[src/rtl/bsd_pkg.sv]
package bsd_pkg;
  typedef enum logic [2:0] {
    ST_IDLE, ST_MEASURE, ST_DECIDE, ST_ECHO, ST_RUN, ST_ABORT
  } bsd_state_e;

  localparam logic [7:0] SIG_ASYNC = 8'h86;
  localparam logic [7:0] SIG_SYNC  = 8'h30;
endpackage

[src/rtl/bsd_sync2.sv]
module bsd_sync2 #(
  parameter logic RST_VAL = 1'b0
) (
  input  logic clk_i,
  input  logic rst_ni,
  input  logic d_i,
  output logic q_o
);
  logic meta_q;

  always_ff @(posedge clk_i or negedge rst_ni)
    if (!rst_ni) begin
      meta_q <= RST_VAL;
      q_o    <= RST_VAL;
    end else begin
      meta_q <= d_i;
      q_o    <= meta_q;
    end
endmodule

[src/rtl/bsd_tx.sv]
module bsd_tx #(
  parameter int DW = 8
) (
  input  logic          clk_i,
  input  logic          rst_ni,
  input  logic          start_i,
  input  logic          sync_i,
  input  logic [7:0]    data_i,
  input  logic [DW-1:0] div_i,
  input  logic          sclk_fall_i,
  output logic          tx_o,
  output logic          done_o
);
  logic          busy_q;
  logic [9:0]    sh_q;
  logic [3:0]    bit_q;
  logic [DW-1:0] tick_q;

  always_ff @(posedge clk_i or negedge rst_ni)
    if (!rst_ni) begin
      busy_q <= 1'b0;
      sh_q   <= '1;
      bit_q  <= '0;
      tick_q <= '0;
      done_o <= 1'b0;
    end else begin
      done_o <= 1'b0;
      if (!busy_q) begin
        if (start_i) begin
          busy_q <= 1'b1;
          bit_q  <= '0;
          tick_q <= '0;
          sh_q   <= sync_i ? {2'b11, data_i} : {1'b1, data_i, 1'b0};
        end
      end else if (sync_i) begin
        // host clock paces the shift
        if (sclk_fall_i) begin
          sh_q  <= {1'b1, sh_q[9:1]};
          bit_q <= bit_q + 4'd1;
          if (bit_q == 4'd7) begin
            busy_q <= 1'b0;
            done_o <= 1'b1;
          end
        end
      end else if (tick_q == div_i - 1'b1) begin
        tick_q <= '0;
        sh_q   <= {1'b1, sh_q[9:1]};
        bit_q  <= bit_q + 4'd1;
        if (bit_q == 4'd9) begin
          busy_q <= 1'b0;
          done_o <= 1'b1;
        end
      end else begin
        tick_q <= tick_q + 1'b1;
      end
    end

  assign tx_o = busy_q ? sh_q[0] : 1'b1;

  assert_sync_tx_hold_R7: assert property (@(posedge clk_i) disable iff (!rst_ni)
    (busy_q && sync_i && !sclk_fall_i) |=> $stable(tx_o));
endmodule

[src/rtl/bsd_uart_rx.sv]
module bsd_uart_rx #(
  parameter int DW = 8
) (
  input  logic          clk_i,
  input  logic          rst_ni,
  input  logic          en_i,
  input  logic          rx_i,
  input  logic          fall_i,
  input  logic [DW-1:0] div_i,
  output logic [7:0]    data_o,
  output logic          valid_o,
  output logic          ferr_o
);
  logic          act_q;
  logic [3:0]    bit_q;
  logic [DW-1:0] tick_q;
  logic [DW-1:0] lim;

  // first wait is half a bit to land mid-start
  assign lim = (bit_q == 4'd0) ? (div_i >> 1) : div_i;

  always_ff @(posedge clk_i or negedge rst_ni)
    if (!rst_ni) begin
      act_q   <= 1'b0;
      bit_q   <= '0;
      tick_q  <= '0;
      data_o  <= '0;
      valid_o <= 1'b0;
      ferr_o  <= 1'b0;
    end else begin
      valid_o <= 1'b0;
      ferr_o  <= 1'b0;
      if (!en_i) begin
        act_q <= 1'b0;
      end else if (!act_q) begin
        if (fall_i) begin
          act_q  <= 1'b1;
          bit_q  <= '0;
          tick_q <= '0;
        end
      end else if (tick_q == lim - 1'b1) begin
        tick_q <= '0;
        bit_q  <= bit_q + 4'd1;
        if (bit_q == 4'd0) begin
          if (rx_i) act_q <= 1'b0;
        end else if (bit_q == 4'd9) begin
          valid_o <= 1'b1;
          ferr_o  <= ~rx_i;
          act_q   <= 1'b0;
        end else begin
          data_o <= {rx_i, data_o[7:1]};
        end
      end else begin
        tick_q <= tick_q + 1'b1;
      end
    end

  assert_ferr_with_valid_R9: assert property (@(posedge clk_i) disable iff (!rst_ni)
    ferr_o |-> valid_o);
endmodule

[src/rtl/bsd_sync_rx.sv]
module bsd_sync_rx (
  input  logic       clk_i,
  input  logic       rst_ni,
  input  logic       en_i,
  input  logic       rx_i,
  input  logic       sclk_rise_i,
  output logic [7:0] data_o,
  output logic       valid_o
);
  logic [2:0] cnt_q;

  always_ff @(posedge clk_i or negedge rst_ni)
    if (!rst_ni) begin
      cnt_q   <= '0;
      data_o  <= '0;
      valid_o <= 1'b0;
    end else begin
      valid_o <= 1'b0;
      if (!en_i) begin
        cnt_q <= '0;
      end else if (sclk_rise_i) begin
        data_o <= {rx_i, data_o[7:1]};
        cnt_q  <= cnt_q + 3'd1;
        if (cnt_q == 3'd7) valid_o <= 1'b1;
      end
    end
endmodule

[src/rtl/boot_serial_detect.sv]
module boot_serial_detect #(
  parameter int MIN_DIV     = 4,
  parameter int MAX_DIV     = 255,
  parameter int TIMEOUT_CYC = 8 * 16 * MAX_DIV,
  localparam int DW = $clog2(MAX_DIV + 1),
  localparam int CW = $clog2(TIMEOUT_CYC + 1)
) (
  input  logic          clk_i,
  input  logic          rst_ni,
  input  logic          rx_i,
  input  logic          sclk_i,
  output logic          tx_o,
  output logic [7:0]    byte_o,
  output logic          byte_valid_o,
  output logic          frame_err_o,
  output logic          abort_o,
  output logic          mode_sync_o,
  output logic [DW-1:0] rate_div_o
);
  import bsd_pkg::*;

  localparam logic [CW-1:0] TMO = CW'(TIMEOUT_CYC - 1);

  logic rx_s, rx_q, sclk_s, sclk_q;
  logic rx_fall, rx_rise, sclk_rise, sclk_fall;

  bsd_sync2 #(.RST_VAL(1'b1)) u_sync_rx (
    .clk_i(clk_i), .rst_ni(rst_ni), .d_i(rx_i), .q_o(rx_s));
  bsd_sync2 #(.RST_VAL(1'b0)) u_sync_sclk (
    .clk_i(clk_i), .rst_ni(rst_ni), .d_i(sclk_i), .q_o(sclk_s));

  always_ff @(posedge clk_i or negedge rst_ni)
    if (!rst_ni) begin
      rx_q   <= 1'b1;
      sclk_q <= 1'b0;
    end else begin
      rx_q   <= rx_s;
      sclk_q <= sclk_s;
    end

  assign rx_fall   = rx_q & ~rx_s;
  assign rx_rise   = ~rx_q & rx_s;
  assign sclk_rise = ~sclk_q & sclk_s;
  assign sclk_fall = sclk_q & ~sclk_s;

  bsd_state_e    state_q;
  logic [CW-1:0] cnt_q, low_q, high_q;
  logic          hi_ph_q, seen_rise_q, mode_sync_q, tx_go_q;
  logic [DW-1:0] div_q;

  // classification: high run is 2 bits for both signatures,
  // low run is 2 bits (async) or 5 bits (sync)
  logic [CW+1:0] lw, hw;
  logic [CW-1:0] meas, sdiv;
  logic          is_async, is_sync, async_ok, drain_done;
  logic [DW-1:0] new_div;

  assign lw         = {2'b00, low_q};
  assign hw         = {2'b00, high_q};
  assign is_async   = ((lw << 1) < (hw + (hw << 1))) && ((lw << 1) > hw);
  assign is_sync    = (lw > (hw << 1)) && (lw < (hw + (hw << 1)));
  assign meas       = high_q >> 1;
  assign sdiv       = meas >> 4;
  assign async_ok   = (meas >= CW'(MIN_DIV)) && (meas <= CW'(MAX_DIV));
  assign drain_done = seen_rise_q && ({1'b0, cnt_q} >= {meas, 1'b0});
  assign new_div    = is_sync ? ((sdiv > CW'(MAX_DIV)) ? DW'(MAX_DIV) : sdiv[DW-1:0])
                              : meas[DW-1:0];

  logic tx_done;

  always_ff @(posedge clk_i or negedge rst_ni)
    if (!rst_ni) begin
      state_q     <= ST_IDLE;
      cnt_q       <= '0;
      low_q       <= '0;
      high_q      <= '0;
      hi_ph_q     <= 1'b0;
      seen_rise_q <= 1'b0;
      mode_sync_q <= 1'b0;
      div_q       <= '0;
      tx_go_q     <= 1'b0;
    end else begin
      tx_go_q <= 1'b0;
      case (state_q)
        ST_IDLE: if (rx_fall) begin
          state_q <= ST_MEASURE;
          cnt_q   <= '0;
          hi_ph_q <= 1'b0;
        end
        ST_MEASURE: begin
          if (cnt_q == TMO) begin
            state_q <= ST_ABORT;
          end else if (!hi_ph_q && rx_rise) begin
            low_q   <= cnt_q + 1'b1;
            cnt_q   <= '0;
            hi_ph_q <= 1'b1;
          end else if (hi_ph_q && rx_fall) begin
            high_q      <= cnt_q + 1'b1;
            cnt_q       <= '0;
            seen_rise_q <= 1'b0;
            state_q     <= ST_DECIDE;
          end else begin
            cnt_q <= cnt_q + 1'b1;
          end
        end
        ST_DECIDE: begin
          if ((!is_async && !is_sync) || (is_async && !async_ok) || cnt_q == TMO) begin
            state_q <= ST_ABORT;
          end else if (rx_rise) begin
            seen_rise_q <= 1'b1;
            cnt_q       <= '0;
          end else if (drain_done) begin
            // rest of signature has cleared the line
            state_q     <= ST_ECHO;
            mode_sync_q <= is_sync;
            div_q       <= new_div;
            tx_go_q     <= 1'b1;
          end else begin
            cnt_q <= cnt_q + 1'b1;
          end
        end
        ST_ECHO: if (tx_done) state_q <= ST_RUN;
        default: ;
      endcase
    end

  logic tx_line;

  bsd_tx #(.DW(DW)) u_tx (
    .clk_i(clk_i), .rst_ni(rst_ni), .start_i(tx_go_q), .sync_i(mode_sync_q),
    .data_i(mode_sync_q ? SIG_SYNC : SIG_ASYNC), .div_i(div_q),
    .sclk_fall_i(sclk_fall), .tx_o(tx_line), .done_o(tx_done));

  logic       run, urx_valid, urx_ferr, srx_valid;
  logic [7:0] urx_data, srx_data;

  assign run = (state_q == ST_RUN);

  bsd_uart_rx #(.DW(DW)) u_urx (
    .clk_i(clk_i), .rst_ni(rst_ni), .en_i(run && !mode_sync_q), .rx_i(rx_s),
    .fall_i(rx_fall), .div_i(div_q), .data_o(urx_data), .valid_o(urx_valid),
    .ferr_o(urx_ferr));

  bsd_sync_rx u_srx (
    .clk_i(clk_i), .rst_ni(rst_ni), .en_i(run && mode_sync_q), .rx_i(rx_s),
    .sclk_rise_i(sclk_rise), .data_o(srx_data), .valid_o(srx_valid));

  assign tx_o         = (state_q == ST_ABORT) ? 1'b1 : tx_line;
  assign byte_o       = mode_sync_q ? srx_data : urx_data;
  assign byte_valid_o = run && (mode_sync_q ? srx_valid : urx_valid);
  assign frame_err_o  = run && !mode_sync_q && urx_ferr;
  assign abort_o      = (state_q == ST_ABORT);
  assign mode_sync_o  = mode_sync_q;
  assign rate_div_o   = div_q;

  assert_abort_sticky_R12: assert property (@(posedge clk_i) disable iff (!rst_ni)
    abort_o |=> abort_o);
  assert_abort_quiet_R5: assert property (@(posedge clk_i) disable iff (!rst_ni)
    abort_o |-> (tx_o && !byte_valid_o));
  assert_rx_off_before_run_R4: assert property (@(posedge clk_i) disable iff (!rst_ni)
    !run |-> (!urx_valid && !srx_valid));
  assert_async_div_range_R5: assert property (@(posedge clk_i) disable iff (!rst_ni)
    (run && !mode_sync_q) |-> (rate_div_o >= DW'(MIN_DIV) && rate_div_o <= DW'(MAX_DIV)));
  assert_no_ferr_sync_R8: assert property (@(posedge clk_i) disable iff (!rst_ni)
    mode_sync_o |-> !frame_err_o);
  assert_valid_pulse_R9: assert property (@(posedge clk_i) disable iff (!rst_ni)
    byte_valid_o |=> !byte_valid_o);
endmodule

[config.mk]
export PLATFORM = sky130hd
export DESIGN_NAME = boot_serial_detect
export DESIGN_NICKNAME = d
export VERILOG_FILES = /design/src/rtl/bsd_pkg.sv /design/src/rtl/bsd_sync2.sv /design/src/rtl/bsd_tx.sv /design/src/rtl/bsd_uart_rx.sv /design/src/rtl/bsd_sync_rx.sv /design/src/rtl/boot_serial_detect.sv
export SDC_FILE = /design/constraint.sdc
export NUM_CORES = 1
export LEC_CHECK = 0
export ABC_AREA = 1
export ABC_CLOCK_PERIOD_IN_PS = 5800
export BUFFER_PORTS_ARGS = -buffer_cell sky130_fd_sc_hd__buf_2
export CORE_MARGIN = 8
export CORE_UTILIZATION = 40
export DETAILED_ROUTE_END_ITERATION = 7
export SETUP_SLACK_MARGIN = 0.5
export SLEW_MARGIN = 25
export SYNTH_ARGS = -nofsm -noshare
export SYNTH_HDL_FRONTEND = slang
export SYNTH_SLANG_ARGS = --single-unit
[constraint.sdc]
create_clock -name clk_i -period 5.8 [get_ports clk_i]
set_clock_uncertainty 0.15 [all_clocks]
set_input_delay 0.87 -clock clk_i [delete_from_list [all_inputs] [get_ports clk_i]]
set_output_delay 0.87 -clock clk_i [all_outputs]
set_load 0.1 [all_outputs]
==> results of run 1 <==
==> power groups by stage <==
stage	Combinational (mW)	Sequential [mW]	Clock [mW]
2_1_floorplan	0.571	0.973	0
3_3_place_gp	0.766	0.988	0
3_5_place_dp	0.764	0.990	0
4_1_cts	0.771	0.975	1.07
5_1_grt	0.885	0.983	1.11
6_report	0.767	0.975	1.05
==> per-layer routing <==
metal,up-vias,GRT usage (%),routed length [um]
met1,3453,22.5,10500
met3,20,2.99,965
met4,0,4.34,232
met2,117,27.7,10100
li1,3822,-,-
met5,-,0,0
==> synthesized netlist by cell type, types with 4 or more instances <==
cell type | number | area (um^2)
sky130_fd_sc_hd__nor2_4 | 6 | 67.6
sky130_fd_sc_hd__o21ai_2 | 14 | 123
sky130_fd_sc_hd__o21ai_0 | 91 | 455
sky130_fd_sc_hd__nand4_1 | 22 | 138
sky130_fd_sc_hd__nand3_1 | 48 | 240
sky130_fd_sc_hd__nand3b_1 | 4 | 30.0
sky130_fd_sc_hd__o31ai_1 | 4 | 30.0
sky130_fd_sc_hd__a21oi_1 | 43 | 215
sky130_fd_sc_hd__inv_1 | 147 | 552
sky130_fd_sc_hd__xor2_1 | 33 | 289
sky130_fd_sc_hd__nand2_2 | 4 | 25.0
sky130_fd_sc_hd__dfrtp_1 | 112 | 2800
sky130_fd_sc_hd__o211ai_1 | 4 | 30.0
sky130_fd_sc_hd__nand2_1 | 284 | 1070
sky130_fd_sc_hd__o21ai_1 | 25 | 125
sky130_fd_sc_hd__a31oi_1 | 4 | 25.0
sky130_fd_sc_hd__dfstp_2 | 11 | 289
sky130_fd_sc_hd__ha_1 | 105 | 1310
sky130_fd_sc_hd__o22ai_1 | 12 | 75.1
sky130_fd_sc_hd__nor2_1 | 68 | 255
sky130_fd_sc_hd__xnor2_1 | 16 | 140
sky130_fd_sc_hd__nor3_1 | 17 | 85.1
sky130_fd_sc_hd__clkbuf_1 | 7 | 26.3
==> layout by cell type, fill, tap and decap left out, types with 22 or more instances in the layout <==
cell / count
sky130_fd_sc_hd__inv_1: 147
sky130_fd_sc_hd__o21ai_1: 25
sky130_fd_sc_hd__xor2_1: 33
sky130_fd_sc_hd__ha_1: 105
sky130_fd_sc_hd__dfrtp_1: 112
sky130_fd_sc_hd__nor2_1: 68
sky130_fd_sc_hd__buf_2: 23
sky130_fd_sc_hd__o21ai_0: 91
sky130_fd_sc_hd__nand4_1: 22
sky130_fd_sc_hd__nand3_1: 48
sky130_fd_sc_hd__a21oi_1: 43
sky130_fd_sc_hd__nand2_1: 284
==> area by class of cell <==
| class | instances | share of cell area (%) |
|---|---|---|
| well taps | 280 | 3.56 |
| multi-input cells | 844 | 51.8 |
| clock inverters | 14 | 1.46 |
| repair buffers | 29 | 1.63 |
| inverters | 151 | 5.76 |
| clock buffers | 18 | 4.36 |
| flip-flops and latches | 123 | 31.4 |
==> final timing paths <==
path | endpoint | slack (ns) | cells past startpoint
worst max register to register | cnt_q[2]$_DFFE_PN0P_ | 1.15 | 21
min in group asynchronous | rate_div_o[1]$_DFFE_PN0P_ | 0.23 | 1
worst min-delay path | u_sync_sclk.q_o$_DFF_PN0_ | 0.20 | 0
worst min register to register | u_sync_sclk.q_o$_DFF_PN0_ | 0.20 | 0
worst max-delay path | cnt_q[2]$_DFFE_PN0P_ | 1.15 | 21
max in group asynchronous | cnt_q[8]$_DFFE_PN0P_ | 4.11 | 2
==> critical path: stages (launching register included) <==
cell	delay, ns
sky130_fd_sc_hd__dfrtp_1	0.41
sky130_fd_sc_hd__inv_1	0.24
sky130_fd_sc_hd__ha_1	0.35
sky130_fd_sc_hd__nand2_1	0.13
sky130_fd_sc_hd__inv_1	0.05
sky130_fd_sc_hd__a21oi_1	0.24
sky130_fd_sc_hd__nand3_1	0.17
sky130_fd_sc_hd__a21boi_0	0.32
sky130_fd_sc_hd__o21ai_0	0.16
sky130_fd_sc_hd__xnor2_1	0.24
sky130_fd_sc_hd__ha_1	0.29
sky130_fd_sc_hd__a21oi_1	0.15
sky130_fd_sc_hd__nor2_1	0.06
sky130_fd_sc_hd__nor2_1	0.10
sky130_fd_sc_hd__nand3_1	0.18
sky130_fd_sc_hd__nor2_2	0.18
sky130_fd_sc_hd__nor2_4	0.06
sky130_fd_sc_hd__nand2_1	0.11
sky130_fd_sc_hd__nand2_1	0.09
sky130_fd_sc_hd__nand2_1	0.67
sky130_fd_sc_hd__nand2_1	0.09
sky130_fd_sc_hd__o21ai_1	0.12
==> cells by family after synthesis <==
group | count (synthesis) | synth area share (%)
xor+xnor | 50 | 5.04
compound gates | 217 | 14.0
flops | 123 | 35.0
simple gates | 470 | 23.2
buf+inv | 166 | 7.43
fa+ha+maj | 107 | 15.3
==> impl_metrics.tcl, run 1 <==
set metrics [dict create \
    standard_cell_rows 54 \
    post-place-cells 1427 \
    critical_path_required_ns 5.97 \
    timing.max_cap.violations 0 \
    fmax_mhz 215 \
    grt_overflow 0 \
    power.static_leakage_nw 4.82 \
    cts.path.max_buffers 2 \
    post_synth.cell_area_avg_um2 7.81 \
    multiInputGateArea_um2 5090 \
    routed_via_density 5.08 \
    status "completed" \
    die_w_um 165 \
    ctsRootBufferMaster "sky130_fd_sc_hd__clkbuf_16" \
    grt_start_max_net_pins 60 \
    cts_htree_levels 4 \
    postRouteAntennaNets 0 \
    critical_path_peak_fanout 30 \
    placement.io_buffers 24 \
    clk_pin_slew_worst_paths_ns 0.06 \
    dr_total_vias 7412 \
    antenna_cells 0 \
    stdcell_area_um2 9840 \
    switching_share_pct 36.4 \
    floorplan.initialDensity_pct 40.6 \
    drtIter0Drc 504 \
    worstMarginPinSlew_ns 1.01 \
    r2r-start "high_q[7]$_DFFE_PN0P_" \
    filler_cell_count 2174 \
    routed_wire_per_std_cell_um 14.9 \
    post_synth_num_cell_types 55 \
    num_ports 25 \
    hold_violations 0 \
    fin_crit_ns 4.65 \
    final.hold.worst_slack_ns 0.197 \
    finalWeightedCongestion 0.869 \
    slew_headroom_pct 31.7 \
    cp_data_arrival_time_ns 4.82 \
    finalNonFillerCells 1459 \
    grt_util_all_layers_pct 16.9 \
    worstSetupStartpointType "flip-flop" \
    syn-instance-count 1133 \
    seq_area_frac_synth_pct 35.0 \
    post_route_cells_drive_above_1_share_pct 9.25 \
    die_outline_height_um 165 \
    tritoncts_num_sinks 123 \
    combPwrFrac_pct 27.5 \
    pwr-share-seq_pct 35.0 \
    ir_drop_worst_case_vdd_mv 0.125 \
    finalSetupTns_ns 0 \
    utilization_pct 45.2 \
    clkPwrFrac_pct 37.5 \
    launch_instance_of_the_worst_min_delay_path "u_sync_sclk.meta_q$_DFF_PN0_" \
    synth_area_um2 8840 \
    flow.area_growth_from_synthesis_pct 11.2 \
    nNetsFinal 1277 \
    worst_hold_path_type "flip-flop to flip-flop" \
    placed_cell_area_um2 9260 \
    largest_registers "cnt_q x15, high_q x15, low_q x15" \
    timing_worst_setup_path_type "flip-flop to flip-flop" \
    synth_fp_nets 1244 \
    cts_buffers 17 \
    postCtsSetupRepairBufs 0 \
    overall_power_consumption_mw 2.79 \
    crit_path_start "high_q[7]$_DFFE_PN0P_" \
    switching_power_mw 1.01 \
    placement.setup.worst_slack_ns 1.21 \
    hpwlAfterDp_mm 16.7 \
    wire_length_of_the_first_global_routing_pass_mm 36.5 \
    die_area_um2 27100 \
    maxSlewViolCount 0 \
    p_int_mw 1.77 \
    insertion_delay_ns 0.42 \
    cts.repair.resized 0 \
    first_global_vias 7098 \
    unrepaired_setup_endpoints_after_global_routing "false" \
    synth_seq_cells 123 \
    asyncSetResetFlopFracSynth_pct 100 \
    antenna_violations_before_repair 0 \
    synth_edf_count 0 \
    firstDrtPassIters 5 \
    yosysWarnings 0 \
    power_density_nw_per_um2 283 \
    placeableCoreArea_um2 21800 \
    postLayoutSetupSlackWorst_ns 1.15 \
    ctsHoldBuffers 0 \
    synth_ff_type "sky130_fd_sc_hd__dfrtp_1" \
    period_share_pct 80.2 \
    critPathCaptureType "flip-flop" \
    tritoncts_clock_tree "built" \
    setup_viol 0 \
    wirelength_mm 21.8 \
    count_of_unresolved_drc_violations_after_routing 0 \
    area.sequential_um2 3090 \
]
No activity file was read; power rests on OpenSTA's default activity.
==> run 2, diff against run 1 <==
--- a/config.mk
+++ b/config.mk
@@ -6,7 +6,7 @@
 export NUM_CORES = 1
 export LEC_CHECK = 0
 export ABC_AREA = 1
-export ABC_CLOCK_PERIOD_IN_PS = 5800
+export ABC_CLOCK_PERIOD_IN_PS = 4700
 export BUFFER_PORTS_ARGS = -buffer_cell sky130_fd_sc_hd__buf_2
 export CORE_MARGIN = 8
 export CORE_UTILIZATION = 40
==> constraint.sdc (replaced) <==
create_clock -name clk_i -period 4.7 [get_ports clk_i]
set_clock_uncertainty 0.15 [all_clocks]
set_input_delay 0.705 -clock clk_i [delete_from_list [all_inputs] [get_ports clk_i]]
set_output_delay 0.705 -clock clk_i [all_outputs]
set_load 0.1 [all_outputs]
==> impl_metrics.tcl, run 2 (synthesized netlist as in run 1, its figures left out) <==
set metrics [dict create \
    worstSetupStartpointType "flip-flop" \
    floorplan.initialDensity_pct 40.6 \
    finalSetupTns_ns 0 \
    critical_path_peak_fanout 30 \
    timing_worst_setup_path_type "flip-flop to flip-flop" \
    routed_via_density 5.10 \
    tritoncts_num_sinks 123 \
    num_ports 25 \
    placeableCoreArea_um2 21800 \
    period_share_pct 84.0 \
    critPathCaptureType "flip-flop" \
    firstDrtPassIters 7 \
    unrepaired_setup_endpoints_after_global_routing "false" \
    timing.max_cap.violations 0 \
    worstMarginPinSlew_ns 0.900 \
    hpwlAfterDp_mm 16.8 \
    die_area_um2 27100 \
    commonest_non_fill_non_tap_cell_in_the_layout "sky130_fd_sc_hd__nand2_1" \
    cp_data_arrival_time_ns 4.14 \
    slew_headroom_pct 40.0 \
    wirelength_mm 21.9 \
    count_of_unresolved_drc_violations_after_routing 0 \
    maxSlewViolCount 0 \
    placement.setup.worst_slack_ns 0.426 \
    flow.area_growth_from_synthesis_pct 14.2 \
    status "completed" \
    setup_viol 0 \
    ctsRootBufferMaster "sky130_fd_sc_hd__clkbuf_16" \
    dr_total_vias 7524 \
    critical_path_required_ns 4.89 \
    nNetsFinal 1294 \
    fmax_mhz 253 \
    filler_cell_count 2156 \
    post_route_cells_drive_above_1_share_pct 12.7 \
    die_outline_height_um 165 \
    largest_registers "cnt_q x15, high_q x15, low_q x15" \
    power_density_nw_per_um2 366 \
    cts_htree_levels 4 \
    antenna_cells 0 \
    insertion_delay_ns 0.43 \
    power.static_leakage_nw 4.91 \
    grt_util_all_layers_pct 16.8 \
    grt_start_max_net_pins 68 \
    wire_length_of_the_first_global_routing_pass_mm 36.4 \
    finalWeightedCongestion 0.891 \
    most_frequent_cells_in_the_layout "283 x sky130_fd_sc_hd__nand2_1, 140 x sky130_fd_sc_hd__inv_1, 104 x sky130_fd_sc_hd__dfrtp_1" \
    cts.path.max_buffers 2 \
    placement.io_buffers 24 \
    ir_drop_worst_case_vdd_mv 0.205 \
    die_w_um 165 \
    hold_violations 0 \
    first_global_vias 7053 \
    tritoncts_clock_tree "built" \
    fin_crit_ns 3.95 \
    routed_wire_per_std_cell_um 14.8 \
    grt_overflow 0 \
    standard_cell_rows 54 \
    cts_buffers 17 \
    postRouteAntennaNets 0 \
    antenna_violations_before_repair 0 \
    worst_hold_path_type "flip-flop to flip-flop" \
    clk_pin_slew_worst_paths_ns 0.06 \
    drtIter0Drc 573 \
    postLayoutSetupSlackWorst_ns 0.751 \
]
==> run 2: cell types whose count changed in the layout (fill, tap and decap cells not counted), sizes merged <==
cell,delta
clkbuf,+1
buf,+16
clkinvlp,+3
inv,-4
bufinv,+1
==> run 2: layout make-up <==
type                    instances  area [um^2]  area share, %
clock buffers                  19          433           4.29
clock inverters                13          168           1.66
inverters                     151          579           5.74
multi-input cells             844         5160           51.1
flip-flops and latches        123         3100           30.7
well taps                     280          350           3.47
repair buffers                 45          300           2.97
repair inverters                1         5.00         0.0495
==> run 2: repair_timing <==
action                     CTS  global route
buffers inserted             0            10
cloned                       0             1
pin swaps                    0             7
hold buffers                 0             0
gates resized for setup      3            31
setup endpoints to repair   17            29
==> run 2: final timing paths <==
kind                       cells after the start  slack (ns)                          end                         start
min in group asynchronous                      1        0.27  u_urx.tick_q[2]$_DFFE_PN0P_                        rst_ni
max in group asynchronous                      2        3.23        cnt_q[10]$_DFFE_PN0P_                        rst_ni
hold reg to reg                                0        0.20    u_sync_sclk.q_o$_DFF_PN0_  u_sync_sclk.meta_q$_DFF_PN0_
setup / recovery                              22        0.75        cnt_q[10]$_DFFE_PN0P_         high_q[5]$_DFFE_PN0P_
setup reg to reg                              22        0.75        cnt_q[10]$_DFFE_PN0P_         high_q[5]$_DFFE_PN0P_
hold / removal                                 0        0.20    u_sync_sclk.q_o$_DFF_PN0_  u_sync_sclk.meta_q$_DFF_PN0_
==> run 2: worst max-delay path, stage by stage (launching register included) <==
cell and delay (ns):
sky130_fd_sc_hd__dfrtp_2 0.46, sky130_fd_sc_hd__inv_1 0.24, sky130_fd_sc_hd__ha_1 0.34, sky130_fd_sc_hd__nand2_1 0.11
sky130_fd_sc_hd__nor2_1 0.06, sky130_fd_sc_hd__nand3_1 0.15, sky130_fd_sc_hd__nand3_1 0.17, sky130_fd_sc_hd__a21boi_2 0.21
sky130_fd_sc_hd__o21ai_0 0.12, sky130_fd_sc_hd__xnor2_1 0.24, sky130_fd_sc_hd__ha_1 0.28, sky130_fd_sc_hd__a21oi_1 0.17
sky130_fd_sc_hd__nor2_1 0.07, sky130_fd_sc_hd__nor2_1 0.13, sky130_fd_sc_hd__nand3_2 0.15, sky130_fd_sc_hd__nor2_4 0.17
sky130_fd_sc_hd__nor2_4 0.06, sky130_fd_sc_hd__nand2_1 0.06, sky130_fd_sc_hd__nand2_1 0.08, sky130_fd_sc_hd__nand2_1 0.10
sky130_fd_sc_hd__buf_8 0.20, sky130_fd_sc_hd__nand2_1 0.06, sky130_fd_sc_hd__o21ai_1 0.08
==> run 2: routing by layer <==
layer  GRT usage (%)  part of all wire [%]  up-vias
li1                -                     -     3868
met1            21.9                    48     3517
met2            28.1                    48      116
met3            2.97                   3.6       23
met4            4.34                   1.3        0
met5               0                     0        -
==> run 2: stage by stage <==
step	util, %	area [um^2]	instances	power (mW)	hold slack [ns]
6_report	46.4	10100	1476	3.69	0.200
5_1_grt	46.4	10100	1476	3.91	0.201
4_1_cts	45.6	9910	1465	3.54	0.199
3_5_place_dp	42.8	9310	1433	2.18	0.185
3_3_place_gp	42.8	9310	1433	2.18	0.184
2_1_floorplan	-	8850	1133	1.91	0.181
==> run 2: where the power goes <==
group | leakage [nW] | internal, mW | switching (mW) | total, mW
combinational | 2.98 | 0.399 | 0.730 | 1.13
clock | 0.288 | 0.837 | 0.518 | 1.36
sequential | 1.65 | 1.13 | 0.0798 | 1.21
total | 4.91 | 2.37 | 1.33 | 3.69
==> run 3, diff against run 2 <==
--- a/config.mk
+++ b/config.mk
@@ -6,7 +6,7 @@
 export NUM_CORES = 1
 export LEC_CHECK = 0
 export ABC_AREA = 1
-export ABC_CLOCK_PERIOD_IN_PS = 4700
+export ABC_CLOCK_PERIOD_IN_PS = 3600
 export BUFFER_PORTS_ARGS = -buffer_cell sky130_fd_sc_hd__buf_2
 export CORE_MARGIN = 8
 export CORE_UTILIZATION = 40
==> constraint.sdc (replaced) <==
create_clock -name clk_i -period 3.6 [get_ports clk_i]
set_clock_uncertainty 0.15 [all_clocks]
set_input_delay 0.54 -clock clk_i [delete_from_list [all_inputs] [get_ports clk_i]]
set_output_delay 0.54 -clock clk_i [all_outputs]
set_load 0.1 [all_outputs]
==> impl_metrics.tcl, run 3 (synthesized netlist as in run 1, its figures left out) <==
set metrics [dict create \
    clk_pin_slew_worst_paths_ns 0.07 \
    cts_htree_levels 4 \
    crit-reg2reg-capture "mode_sync_o$_DFFE_PN0P_" \
    worstMarginPinSlew_ns 0.857 \
    worstPathCellList "ha_4 -> fa_2 -> nand3_4 -> nand3_4 -> a21boi_2 -> o21ai_1 -> xor2_1 -> inv_1 -> ha_4 -> nand3_4 -> nor2_4 -> nand3_2 -> nand3_4 -> nor2_4 -> nor2_4 -> nand3_4 -> nor2_4 -> clkbuf_16 -> o21ai_1" \
    ff2ff_setup_slack_ns -0.11 \
    postRouteAntennaNets 0 \
    failing_checks "negative setup slack" \
    wire_length_of_the_first_global_routing_pass_mm 37.3 \
    switching_share_pct 38.3 \
    nNetsFinal 1346 \
    die_w_um 165 \
    worstSetupStartpointType "flip-flop" \
    most_frequent_cells_in_the_layout "267 x sky130_fd_sc_hd__nand2_1, 137 x sky130_fd_sc_hd__inv_1, 104 x sky130_fd_sc_hd__dfrtp_1" \
    cts.path.max_buffers 2 \
    power_density_nw_per_um2 439 \
    timing.max_cap.violations 0 \
    cp-endpoint "mode_sync_o$_DFFE_PN0P_" \
    grt_overflow 0 \
    finalSetupTns_ns -0.857 \
    critPathSlowestCell "sky130_fd_sc_hd__fa_2" \
    r2r-start "high_q[1]$_DFFE_PN0P_" \
    finalWeightedCongestion 0.856 \
    timing_worst_setup_path_type "flip-flop to flip-flop" \
    routed_wire_per_std_cell_um 14.7 \
    standard_cell_rows 54 \
    placed_cell_area_um2 9830 \
    routed_via_density 5.04 \
    cts_buffers 17 \
    commonest_non_fill_non_tap_cell_in_the_layout "sky130_fd_sc_hd__nand2_1" \
    dr_total_vias 7705 \
    period_share_pct 103 \
    num_ports 25 \
    pwr-share-seq_pct 32.7 \
    drtIter0Drc 471 \
    ctsRootBufferMaster "sky130_fd_sc_hd__clkbuf_16" \
    post_route_cells_drive_above_1_share_pct 21.8 \
    postLayoutSetupSlackWorst_ns -0.105 \
    flow.area_growth_from_synthesis_pct 23.5 \
    worst_hold_path_type "input pin to async pin" \
    placement.setup.worst_slack_ns -0.0856 \
    tritoncts_clock_tree "built" \
    hold_violations 0 \
    grt_start_max_net_pins 63 \
    crit_path_max_incr_delay_ns 0.45 \
    critPathCaptureType "flip-flop" \
    fmax_mhz 270 \
    critical_path_required_ns 3.75 \
    ir_drop_worst_case_vdd_mv 0.267 \
    hpwlAfterDp_mm 17.0 \
    firstDrtPassIters 6 \
    antenna_violations_before_repair 0 \
    die_outline_height_um 165 \
    first_global_vias 7339 \
    unrepaired_setup_endpoints_after_global_routing "true" \
    switching_power_mw 1.84 \
    utilization_pct 50.2 \
    placement.io_buffers 24 \
    power.static_leakage_nw 5.26 \
    clkPwrFrac_pct 34.7 \
    worstRegToRegCells 19 \
    combPwrFrac_pct 32.7 \
    critical_path.most_common_cell "sky130_fd_sc_hd__nand3_4" \
    stdcell_area_um2 10900 \
    cp_data_arrival_time_ns 3.86 \
    status "finished with violations" \
    count_of_unresolved_drc_violations_after_routing 0 \
    insertion_delay_ns 0.43 \
    floorplan.initialDensity_pct 40.6 \
    ctsHoldBuffers 0 \
    antenna_cells 0 \
    fin_crit_ns 3.71 \
    largest_registers "cnt_q x15, high_q x15, low_q x15" \
    tritoncts_num_sinks 123 \
    setup_viol 12 \
    crit_path_start "high_q[1]$_DFFE_PN0P_" \
    p_int_mw 2.95 \
    grt_util_all_layers_pct 17.2 \
    wirelength_mm 22.5 \
    die_area_um2 27100 \
    maxSlewViolCount 0 \
    slew_headroom_pct 42.9 \
    placeableCoreArea_um2 21800 \
    critical_path_peak_fanout 9 \
]
## run 3: how the worst min path moves through the flow
stage | depth (start not counted) | endpoint | slack, ns | from
4_1_cts | 1 | u_sync_rx.meta_q$_DFF_PN1_ | 0.04 | rx_i
3_3_place_gp | 0 | u_sync_sclk.q_o$_DFF_PN0_ | 0.18 | u_sync_sclk.meta_q$_DFF_PN0_
2_1_floorplan | 0 | cnt_q[0]$_DFFE_PN0P_ | 0.09 | rst_ni
6_report | 1 | u_urx.tick_q[2]$_DFFE_PN0P_ | 0.06 | rst_ni
3_5_place_dp | 0 | u_sync_sclk.q_o$_DFF_PN0_ | 0.19 | u_sync_sclk.meta_q$_DFF_PN0_
5_1_grt | 1 | u_sync_rx.meta_q$_DFF_PN1_ | 0.04 | rx_i
## run 3: what timing repair did
item | 4_1_cts | 5_1_grt
gates resized for setup | 37 | 38
pin swaps | 19 | 24
endpoints found under the hold margin | 0 | 0
endpoints found under the setup margin | 42 | 51
gates cloned | 0 | 2
setup buffers | 8 | 10
## run 3: metrics by stage
step	total power, mW	instances	hold slack (ns)
2_1_floorplan	2.56	1133	0.0944
3_3_place_gp	2.99	1476	0.183
3_5_place_dp	3.00	1476	0.188
4_1_cts	4.75	1516	0.0393
5_1_grt	5.10	1528	0.0434
6_report	4.79	1528	0.0607
## run 3: power groups by stage
stage / Combinational, mW / Clock (mW) / Sequential (mW)
2_1_floorplan: 0.982 / 0 / 1.58
3_3_place_gp: 1.40 / 0 / 1.59
3_5_place_dp: 1.41 / 0 / 1.59
4_1_cts: 1.48 / 1.70 / 1.56
5_1_grt: 1.76 / 1.76 / 1.58
6_report: 1.56 / 1.66 / 1.56
## run 3: metal layers
| layer | part of all wire (%) | vias to the layer above | GRT usage, % |
|---|---|---|---|
| met3 | 4.0 | 31 | 3.24 |
| li1 | - | 3974 | - |
| met1 | 47 | 3572 | 22.9 |
| met2 | 47 | 128 | 27.5 |
| met4 | 2.0 | 0 | 6.47 |
| met5 | 0 | - | 0 |
## run 3: layout make-up
cell class / instances / area [um^2]
timing repair buffer: 98 / 767
fill: 2091 / 10800
multi-input combinational: 844 / 5550
inverter: 151 / 573
sequential: 123 / 3100
clock inverter: 15 / 146
clock buffer: 17 / 425
tap: 280 / 350
## run 3: critical path: cells and delay by family, from the launching register on
kind / cells / cell delay (ns)
AOI/OAI and AO/OA: 3 / 0.35
xor gates and xnor gates: 1 / 0.22
adders and majority gates: 3 / 0.91
buffers and inverters: 2 / 0.30
DFF: 1 / 0.44
and+or+nand+nor: 10 / 1.20
